**config.mk**
```make
export PLATFORM = sky130hd
export DESIGN_NAME = sram_cycle_ctrl
export DESIGN_NICKNAME = d
export VERILOG_FILES = /design/src/rtl/sram_cyc_pkg.sv /design/src/rtl/sram_busy_sync.sv /design/src/rtl/sram_recovery_timer.sv /design/src/rtl/sram_cycle_fsm.sv /design/src/rtl/sram_cycle_ctrl.sv
export SDC_FILE = /design/constraint.sdc
export NUM_CORES = 1
export LEC_CHECK = 0
export BUFFER_PORTS_ARGS = -buffer_cell sky130_fd_sc_hd__buf_2
export CORE_MARGIN = 2
export CORE_UTILIZATION = 54
export DETAILED_ROUTE_END_ITERATION = 10
export GPL_TIMING_DRIVEN = 1
export PLACE_DENSITY = 0.86
export SYNTH_ARGS = -nofsm -noshare
export SYNTH_HDL_FRONTEND = slang
export SYNTH_SLANG_ARGS = --single-unit
```
**constraint.sdc**
```tcl
create_clock -name clk -period 2.35 [get_ports clk]
set_input_delay 0.47 -clock clk [delete_from_list [all_inputs] [get_ports clk]]
set_output_delay 0.47 -clock clk [all_outputs]
set_load 0.01 [all_outputs]
```
**src/rtl/sram_cyc_pkg.sv**
```systemverilog
package sram_cyc_pkg;
  typedef enum logic [2:0] {
    ST_IDLE      = 3'd0,
    ST_SETUP     = 3'd1,
    ST_STROBE    = 3'd2,
    ST_HOLD      = 3'd3,
    ST_WAIT_BUSY = 3'd4
  } cyc_state_t;
endpackage

```
**src/rtl/sram_busy_sync.sv**
```systemverilog
module sram_busy_sync #(
  parameter int STAGES = 2
) (
  input  logic clk,
  input  logic rst,
  input  logic busy_n_async,
  output logic busy_n_sync
);
  logic [STAGES-1:0] chain;

  always_ff @(posedge clk) begin
    if (rst) begin
      chain <= '1;
    end else begin
      chain[0] <= busy_n_async;
      for (int i = 1; i < STAGES; i++) chain[i] <= chain[i-1];
    end
  end

  assign busy_n_sync = chain[STAGES-1];
endmodule

```
**src/rtl/sram_recovery_timer.sv**
```systemverilog
module sram_recovery_timer #(
  parameter int RECOVER_CYC = 35
) (
  input  logic clk,
  input  logic rst,
  input  logic busy_n_sync,
  output logic access_ok
);
  localparam int CW = (RECOVER_CYC < 1) ? 1 : $clog2(RECOVER_CYC + 1);
  localparam logic [CW-1:0] RELOAD = CW'(RECOVER_CYC);

  logic [CW-1:0] remain;

  // Reload while busy; count down once the line is back high.
  always_ff @(posedge clk) begin
    if (rst)                remain <= '0;
    else if (!busy_n_sync)  remain <= RELOAD;
    else if (remain != '0)  remain <= remain - 1'b1;
  end

  assign access_ok = busy_n_sync && (remain == '0);
endmodule

```
**src/rtl/sram_cycle_fsm.sv**
```systemverilog
module sram_cycle_fsm
  import sram_cyc_pkg::*;
#(
  parameter int AW         = 11,
  parameter int DW         = 8,
  parameter int SETUP_CYC  = 1,
  parameter int STROBE_CYC = 2,
  parameter int HOLD_CYC   = 1
) (
  input  logic          clk,
  input  logic          rst,
  input  logic          req,
  input  logic          req_write,
  input  logic [AW-1:0] req_addr,
  input  logic [DW-1:0] req_wdata,
  input  logic          access_ok,
  input  logic [DW-1:0] dq_in,
  output logic          rdy,
  output logic [DW-1:0] rdata,
  output logic [AW-1:0] mem_addr,
  output logic [DW-1:0] dq_out,
  output logic          dq_oe,
  output logic          ce_n,
  output logic          oe_n,
  output logic          we_n,
  output cyc_state_t    state
);
  localparam int MAX_SS = (SETUP_CYC > STROBE_CYC) ? SETUP_CYC : STROBE_CYC;
  localparam int MAXC   = (MAX_SS > HOLD_CYC) ? MAX_SS : HOLD_CYC;
  localparam int CW     = (MAXC < 2) ? 1 : $clog2(MAXC);
  localparam logic [CW-1:0] SETUP_LD  = CW'(SETUP_CYC - 1);
  localparam logic [CW-1:0] STROBE_LD = CW'(STROBE_CYC - 1);
  localparam logic [CW-1:0] HOLD_LD   = CW'(HOLD_CYC - 1);

  logic [CW-1:0] cnt;
  logic          wr_q;
  logic          can_start;
  logic          cnt_done;

  // The cycle that carries rdy never accepts, so a held request is not replayed.
  assign can_start = req && access_ok && !rdy;
  assign cnt_done  = (cnt == '0);

  always_ff @(posedge clk) begin
    if (rst) begin
      state    <= ST_IDLE;
      cnt      <= '0;
      wr_q     <= 1'b0;
      rdy      <= 1'b0;
      rdata    <= '0;
      mem_addr <= '0;
      dq_out   <= '0;
      dq_oe    <= 1'b0;
      ce_n     <= 1'b1;
      oe_n     <= 1'b1;
      we_n     <= 1'b1;
    end else begin
      rdy <= 1'b0;
      unique case (state)
        ST_IDLE, ST_WAIT_BUSY: begin
          if (can_start) begin
            state    <= ST_SETUP;
            cnt      <= SETUP_LD;
            wr_q     <= req_write;
            mem_addr <= req_addr;
            dq_out   <= req_wdata;
            dq_oe    <= req_write;
          end else begin
            state <= access_ok ? ST_IDLE : ST_WAIT_BUSY;
          end
        end
        ST_SETUP: begin
          if (cnt_done) begin
            state <= ST_STROBE;
            cnt   <= STROBE_LD;
            ce_n  <= 1'b0;
            we_n  <= !wr_q;
            oe_n  <= wr_q;
          end else begin
            cnt <= cnt - 1'b1;
          end
        end
        ST_STROBE: begin
          if (cnt_done) begin
            state <= ST_HOLD;
            cnt   <= HOLD_LD;
            ce_n  <= 1'b1;
            we_n  <= 1'b1;
            oe_n  <= 1'b1;
            if (!wr_q) rdata <= dq_in;
          end else begin
            cnt <= cnt - 1'b1;
          end
        end
        ST_HOLD: begin
          if (cnt_done) begin
            state <= ST_IDLE;
            dq_oe <= 1'b0;
            rdy   <= 1'b1;
          end else begin
            cnt <= cnt - 1'b1;
          end
        end
        default: state <= ST_IDLE;
      endcase
    end
  end
endmodule

```
**src/rtl/sram_cycle_ctrl.sv**
```systemverilog
module sram_cycle_ctrl
  import sram_cyc_pkg::*;
#(
  parameter int ADDR_W      = 11,
  parameter int DATA_W      = 8,
  parameter int SETUP_CYC   = 1,
  parameter int STROBE_CYC  = 2,
  parameter int HOLD_CYC    = 1,
  parameter int RECOVER_CYC = 35,
  parameter int SYNC_STAGES = 2
) (
  input  logic              clk,
  input  logic              rst,
  input  logic              req,
  input  logic              req_write,
  input  logic [ADDR_W-1:0] req_addr,
  input  logic [DATA_W-1:0] req_wdata,
  output logic              rdy,
  output logic [DATA_W-1:0] rdata,
  output logic [ADDR_W-1:0] mem_addr,
  output logic [DATA_W-1:0] mem_dq_out,
  output logic              mem_dq_oe,
  input  logic [DATA_W-1:0] mem_dq_in,
  output logic              mem_ce_n,
  output logic              mem_oe_n,
  output logic              mem_we_n,
  input  logic              mem_busy_n
);
  logic       busy_n_sync;
  logic       access_ok;
  cyc_state_t fsm_state;

  sram_busy_sync #(.STAGES(SYNC_STAGES)) u_sync (
    .clk          (clk),
    .rst          (rst),
    .busy_n_async (mem_busy_n),
    .busy_n_sync  (busy_n_sync)
  );

  sram_recovery_timer #(.RECOVER_CYC(RECOVER_CYC)) u_recover (
    .clk         (clk),
    .rst         (rst),
    .busy_n_sync (busy_n_sync),
    .access_ok   (access_ok)
  );

  sram_cycle_fsm #(
    .AW         (ADDR_W),
    .DW         (DATA_W),
    .SETUP_CYC  (SETUP_CYC),
    .STROBE_CYC (STROBE_CYC),
    .HOLD_CYC   (HOLD_CYC)
  ) u_fsm (
    .clk       (clk),
    .rst       (rst),
    .req       (req),
    .req_write (req_write),
    .req_addr  (req_addr),
    .req_wdata (req_wdata),
    .access_ok (access_ok),
    .dq_in     (mem_dq_in),
    .rdy       (rdy),
    .rdata     (rdata),
    .mem_addr  (mem_addr),
    .dq_out    (mem_dq_out),
    .dq_oe     (mem_dq_oe),
    .ce_n      (mem_ce_n),
    .oe_n      (mem_oe_n),
    .we_n      (mem_we_n),
    .state     (fsm_state)
  );
endmodule

```
After elaboration in Yosys (flattened, before gate mapping)
Index checks and enable logic that the tools add are counted.
{"block": "totals", "regBits": 45, "output_inout_bits": 32}
{"block": "classes", "n_reduce_logical": 21, "bitwise": 4, "addsub": 2, "n_mux": 22, "n_eq_ne": 9}
{"op": "two-way mux 3 bit", "n": 5}
{"op": "two-way mux 6 bit", "n": 2}
{"op": "case mux 3 bit (4 select lines)", "n": 1}
{"op": "AND reduction 3 bit", "n": 4}
{"op": "two-way mux 1 bit", "n": 9}
{"op": "case mux 1 bit (2 select lines)", "n": 4}
{"op": "OR reduction 2 bit", "n": 4}
{"op": "== test 3 x 2 -> 1 bit (second input constant)", "n": 2}
{"op": "zero test 6 bit", "n": 1}
{"op": "inequality test 2 bit (second input constant)", "n": 3}
{"op": "nonzero test 6 bit", "n": 1}
{"op": "subtractor 6 x 1 -> 6 bit (second input constant)", "n": 1}
{"op": "inequality test 2 x 1 -> 1 bit (second input constant)", "n": 2}
{"op": "NOT 1 bit", "n": 4}
{"op": "AND reduction 2 bit", "n": 2}
{"op": "nonzero test 2 bit", "n": 2}
{"op": "== test 3 x 1 -> 1 bit (second input constant)", "n": 1}
{"op": "== test 3 bit (second input constant)", "n": 1}
{"op": "logical AND 1 bit", "n": 3}
{"op": "zero test 3 bit", "n": 1}
{"op": "case mux 1 bit (3 select lines)", "n": 1}
{"op": "nonzero test 3 bit", "n": 1}
{"op": "zero test 1 bit", "n": 2}
{"op": "subtractor 1 bit (second input constant)", "n": 1}

Longest topological paths before layout
{"block": "logic_depth", "ltp_word": 6, "mapped_depth": 7}

Hierarchy
From an unflattened synthesis, not the netlist that was laid out.
{"block": "hier_totals", "hier_cells": 212, "area_unflattened_um2": 1884.3}
{"module": "sram_cycle_fsm", "cells_per_inst": 171, "area_per_inst_um2": 1501.4, "seq_area_each_um2": 740.7, "n_inst": 1}
{"module": "sram_recovery_timer", "cells_per_inst": 37, "area_per_inst_um2": 330.3, "seq_area_each_um2": 120.1, "n_inst": 1}
{"module": "sram_busy_sync", "cells_per_inst": 4, "area_per_inst_um2": 52.6, "seq_area_each_um2": 40.0, "n_inst": 1}

Least setup slack after synthesis
OpenSTA, ideal clock, no wires.
{"block": "synth_timing", "path_type": "register -> register", "from": "register u_recover.remain[0]", "to": "register u_fsm.dq_oe", "arrival_ns": 1.454, "path_stages_with_launch": 8, "setup_slack_ns": 0.824, "cell_sequence": "dfxtp_1 > inv_1 > ha_1 > nor2b_1 > and4_1 > buf_2 > buf_6 > mux2i_1"}
{"block": "synth_via", "elab_chain_len": 6}
{"element": "start: declaration", "line_no": "sram_recovery_timer.sv:12", "text": "logic [CW-1:0] remain;"}
{"element": "start signal: assignment", "line_no": "sram_recovery_timer.sv:18", "text": "else if (remain != '0) remain <= remain - 1'b1;"}
{"element": "zero test 6 bit", "line_no": "sram_recovery_timer.sv:21", "text": "assign access_ok = busy_n_sync && (remain == '0);"}
{"element": "logical AND 1 bit", "line_no": "sram_recovery_timer.sv:21"}
{"element": "logical AND 1 bit (2 in series)", "line_no": "sram_cycle_fsm.sv:41", "text": "assign can_start = req && access_ok && !rdy;"}
{"element": "inequality test 2 x 1 -> 1 bit (no source line)"}
{"element": "AND reduction 3 bit (no source line)"}
{"element": "end signal: assignment", "line_no": "sram_cycle_fsm.sv:67", "text": "dq_oe <= req_write;"}
{"element": "end: declaration", "line_no": "sram_cycle_fsm.sv:22", "text": "output logic dq_oe,"}
No other way between the ends.
A chain may end at the register's enable or synchronous reset.

Final worst setup path
{"block": "layout_timing", "from": "register u_recover.remain[0]", "to": "register u_fsm.dq_out[1]"}
{"block": "layout_via", "elab_chain_len": 5}
{"element": "zero test 6 bit", "line_no": "sram_recovery_timer.sv:21"}
{"element": "logical AND 1 bit", "line_no": "sram_recovery_timer.sv:21"}
{"element": "logical AND 1 bit (2 in series)", "line_no": "sram_cycle_fsm.sv:41"}
{"element": "AND reduction 2 bit (no source line)"}
{"element": "end signal: assignment", "line_no": "sram_cycle_fsm.sv:66", "text": "dq_out <= req_wdata;"}
{"element": "end: declaration", "line_no": "sram_cycle_fsm.sv:21", "text": "output logic [DW-1:0] dq_out,"}
No other way between the ends.

==> reports/metrics.csv <==
stage,metric,value,unit
outcome,status,completed,
worst_setup_path,Crit Path Max Fanout,12,
routing,DR vias,1647,
floorplanning,initial core utilization,55.6,%
synth,post-synth cell types,40,
power,Sequential Power Share,44.7,%
placement,DP HPWL,2740,um
routing,highest metal used,met4,
clocking,Post-CTS Setup Inserts,0,
power,Power Internal,1.54,mW
power,Max VDD drop,0.000495,V
synth,Post-synth EDFFs,0,
timing,setup TNS,0,ps
timing,fmax,585,MHz
clocking,post-CTS sizing,0,
routing,per-cell routed wire length,12.2,um
timing,RSZ-0062 raised after global routing,false,
worst_setup_path,critical setup path kind,reg -> reg,
synth,number of synthesized register bits,45,
synth,Post-Syn Area,2020,um2
layout,final net count,303,
floorplanning,I/O pins,64,
clocking,# clock sinks,45,
worst_setup_path,crit path capture type,register,
synth,Area contributors post-synth,"dfxtp_1 45%, nand2b_1 13%, mux2i_1 10%",
placement,GP Congestion,0.696,
synth,area share of the largest cell type after synthesis,44.6,%
synth,post-synthesis area per instance,9.48,um2
clocking,CTS tree,done,
synth,Gate Count Post-Synth,213,
worst_hold_path,Hold Crit Class,in -> reg,
routing,met3 wire length,232,um
layout,share of cells above drive strength 1,29.6,%
worst_setup_path,cells along the critical path,inv_1 > ha_1 > nor2b_1 > and4_1 > buf_4 > mux2i_1,
timing,Hold Fails Final Rpt,0,
routing,WL met2,1880,um
power,Tot Pwr,2.36,mW
layout,ant diodes,0,
floorplanning,die height,65.2,um
floorplanning,row count,22,
global_route,initial antenna violation count,0,
power,leakage power,1.01,nW
timing,setup ws final,640,ps
power,Power per Cell Area,972,nW/um2
timing,final setup vio count,0,
routing,metal1 wirelength,1710,um
synth,fraction of registers with async set/reset,0,%
timing,fin crit period,1710,ps
power,Comb power frac,34.0,%
clocking,Hold Buf Count CTS,0,
worst_setup_path,startpoint types,register,
layout,Synth-to-Final Area Change,20.3,%
routing,DRC viols,0,
global_route,Tot GR Track Use,19.4,%
floorplanning,die area,4250,um2
placement,DP Worst Slack,626,ps
worst_setup_path,highest-delay cell along the critical path,dfxtp_1,
global_route,GR Overflow Total,0,
routing,Vias/cell,5.18,
power,clock network power share,21.2,%
floorplanning,Core Box Area,3630,um2
timing,final slew viol count,0,
floorplanning,Die W,65.2,um
synth,Most used DFF post-synth,dfxtp_1,
timing,post-route clock skew,10.9,ps
worst_setup_path,Top delay family on crit path,simple AND/OR/NAND/NOR gates,
layout,final core utilization,66.8,%
worst_setup_path,Crit path required time,2580,ps
timing,hold_ws,352,ps
routing,WL final,3880,um
synth,syn nets,247,
power,sw frac,34.7,%
timing,Final Cycle Share,72.8,%
worst_setup_path,Crit path largest cell delay,350,ps
clocking,"CTS clk-pin slew, worst paths",80,ps
synth,Synth area leader,dfxtp_1,
timing,Rel. slew slack,46.4,%
clocking,CTS Root Cell,clkbuf_8,
synth,yosys synthesis warning count,0,
worst_setup_path,critical path buffer and inverter count,2,
power,NetSw,0.818,mW
routing,post-route ant nets,0,
worst_setup_path,crit path DAT,1940,ps
clocking,CTS max path bufs,2,
routing,1st-pass router iterations,4,
layout,fillers,325,
clocking,Skew-Pair Late Insertion Delay,300,ps
global_route,vias in the first global route,1475,
routing,Iteration-0 DRC Markers,40,
global_route,global-route wire length before repair,6320,um
clocking,TritonCTS Buffers,5,
synth,"Seq/Total Area, Yosys",44.6,%
clocking,CTS H-tree depth,2,
global_route,pin count of the biggest net entering global routing,64,
timing,Slew @ Worst Pin,804,ps
job,max cap viols,0,
placement,Port Buffers,63,
==> flip-flops by register name (all words and copies together) (netlist names), 2 cells and up <==
signal and flops:
u_sync.chain 2, u_fsm.rdata 8, u_fsm.mem_addr 11, u_fsm.dq_out 8, u_fsm.state 3, u_recover.remain 6
==> area by class of cell <==
class,instances,area (um2),share of cell area (%)
sequential,45,901,37.1
inverter,2,7.51,0.309
multi-input combinational,150,1030,42.6
timing repair buffer,65,330,13.6
clock buffer,6,82.6,3.40
tap,48,60.1,2.47
clock inverter,2,13.8,0.567
==> cell usage after synthesis (3+ instances only) <==
master	instances
o21ai_1	10
dfxtp_1	45
or2_2	3
nand3_1	8
nand2_1	3
xnor2_1	4
mux2i_1	21
nor2_1	7
clkbuf_1	11
o31ai_1	3
nor2b_1	5
nand2b_1	42
nor3_1	4
a21oi_1	11
==> layout by cell type (no fill, tap or decap), types with 2 or more instances in the layout <==
master    Yosys  routed
nand2b_1     42      42
and4_1        2       2
xnor2_1       4       4
a21oi_1      11      11
o31ai_1       3       3
inv_1         2       2
buf_4         0       2
ha_1          2       2
a21o_1        2       2
or2_2         3       3
nor3_1        4       4
nor2b_1       5       5
or3b_1        2       2
o21bai_1      2       2
dfxtp_1      45      45
o21ai_0       2       2
buf_2         2      63
clkbuf_8      0       6
nand3_1       8       8
mux2i_1      21      21
nand2_1       3       3
o21ai_1      10      10
nor2_1        7       7
nor4b_1       2       2
==> stage by stage <==
| stage | std cells | instance area, um2 |
|---|---|---|
| after floorplan | 213 | 2020 |
| after global placement | 310 | 2330 |
| after detailed placement | 310 | 2330 |
| after CTS | 318 | 2430 |
| after global routing | 318 | 2430 |
| final | 318 | 2430 |
==> cells by family (layout without fill, tap and decap cells) <==
| logic type | after synthesis | in the layout | synth area share, % |
|---|---|---|---|
| compound gates | 35 | 35 | 10.4 |
| buf+inv | 18 | 75 | 4.21 |
| fa+ha+maj | 2 | 2 | 1.24 |
| mux | 21 | 21 | 10.4 |
| simple gates | 88 | 88 | 27.4 |
| xor+xnor | 4 | 4 | 1.73 |
| flops | 45 | 45 | 44.6 |
==> routing by layer <==
layer | track usage (%) | vias to the layer above
li1 | - | 839
met1 | 21.5 | 755
met2 | 33.9 | 46
met3 | 6.51 | 7
met4 | 8.59 | 0
met5 | 0 | -
==> final timing paths <==
kind	startpoint	end	slack (ps)	cells after the start
max	u_recover.remain[0]$_SDFFE_PP0P_	u_fsm.dq_out[1]$_SDFFE_PP0P_	640	6
min	mem_busy_n	u_sync.chain[0]$_SDFF_PP1_	350	2
max reg2reg	u_recover.remain[0]$_SDFFE_PP0P_	u_fsm.dq_out[1]$_SDFFE_PP0P_	640	6
min reg2reg	u_sync.chain[0]$_SDFF_PP1_	u_sync.chain[1]$_SDFF_PP1_	410	1
==> power groups by stage <==
stage / registers, mW / logic [mW] / clock network (mW)
2_1_floorplan: 1.05 / 0.634 / 0
6_report: 1.06 / 0.804 / 0.501
4_1_cts: 1.05 / 0.815 / 0.511
3_5_place_dp: 1.07 / 0.809 / 0
3_3_place_gp: 1.06 / 0.783 / 0
5_1_grt: 1.08 / 0.886 / 0.553
(Power assumes the default switching activity.)
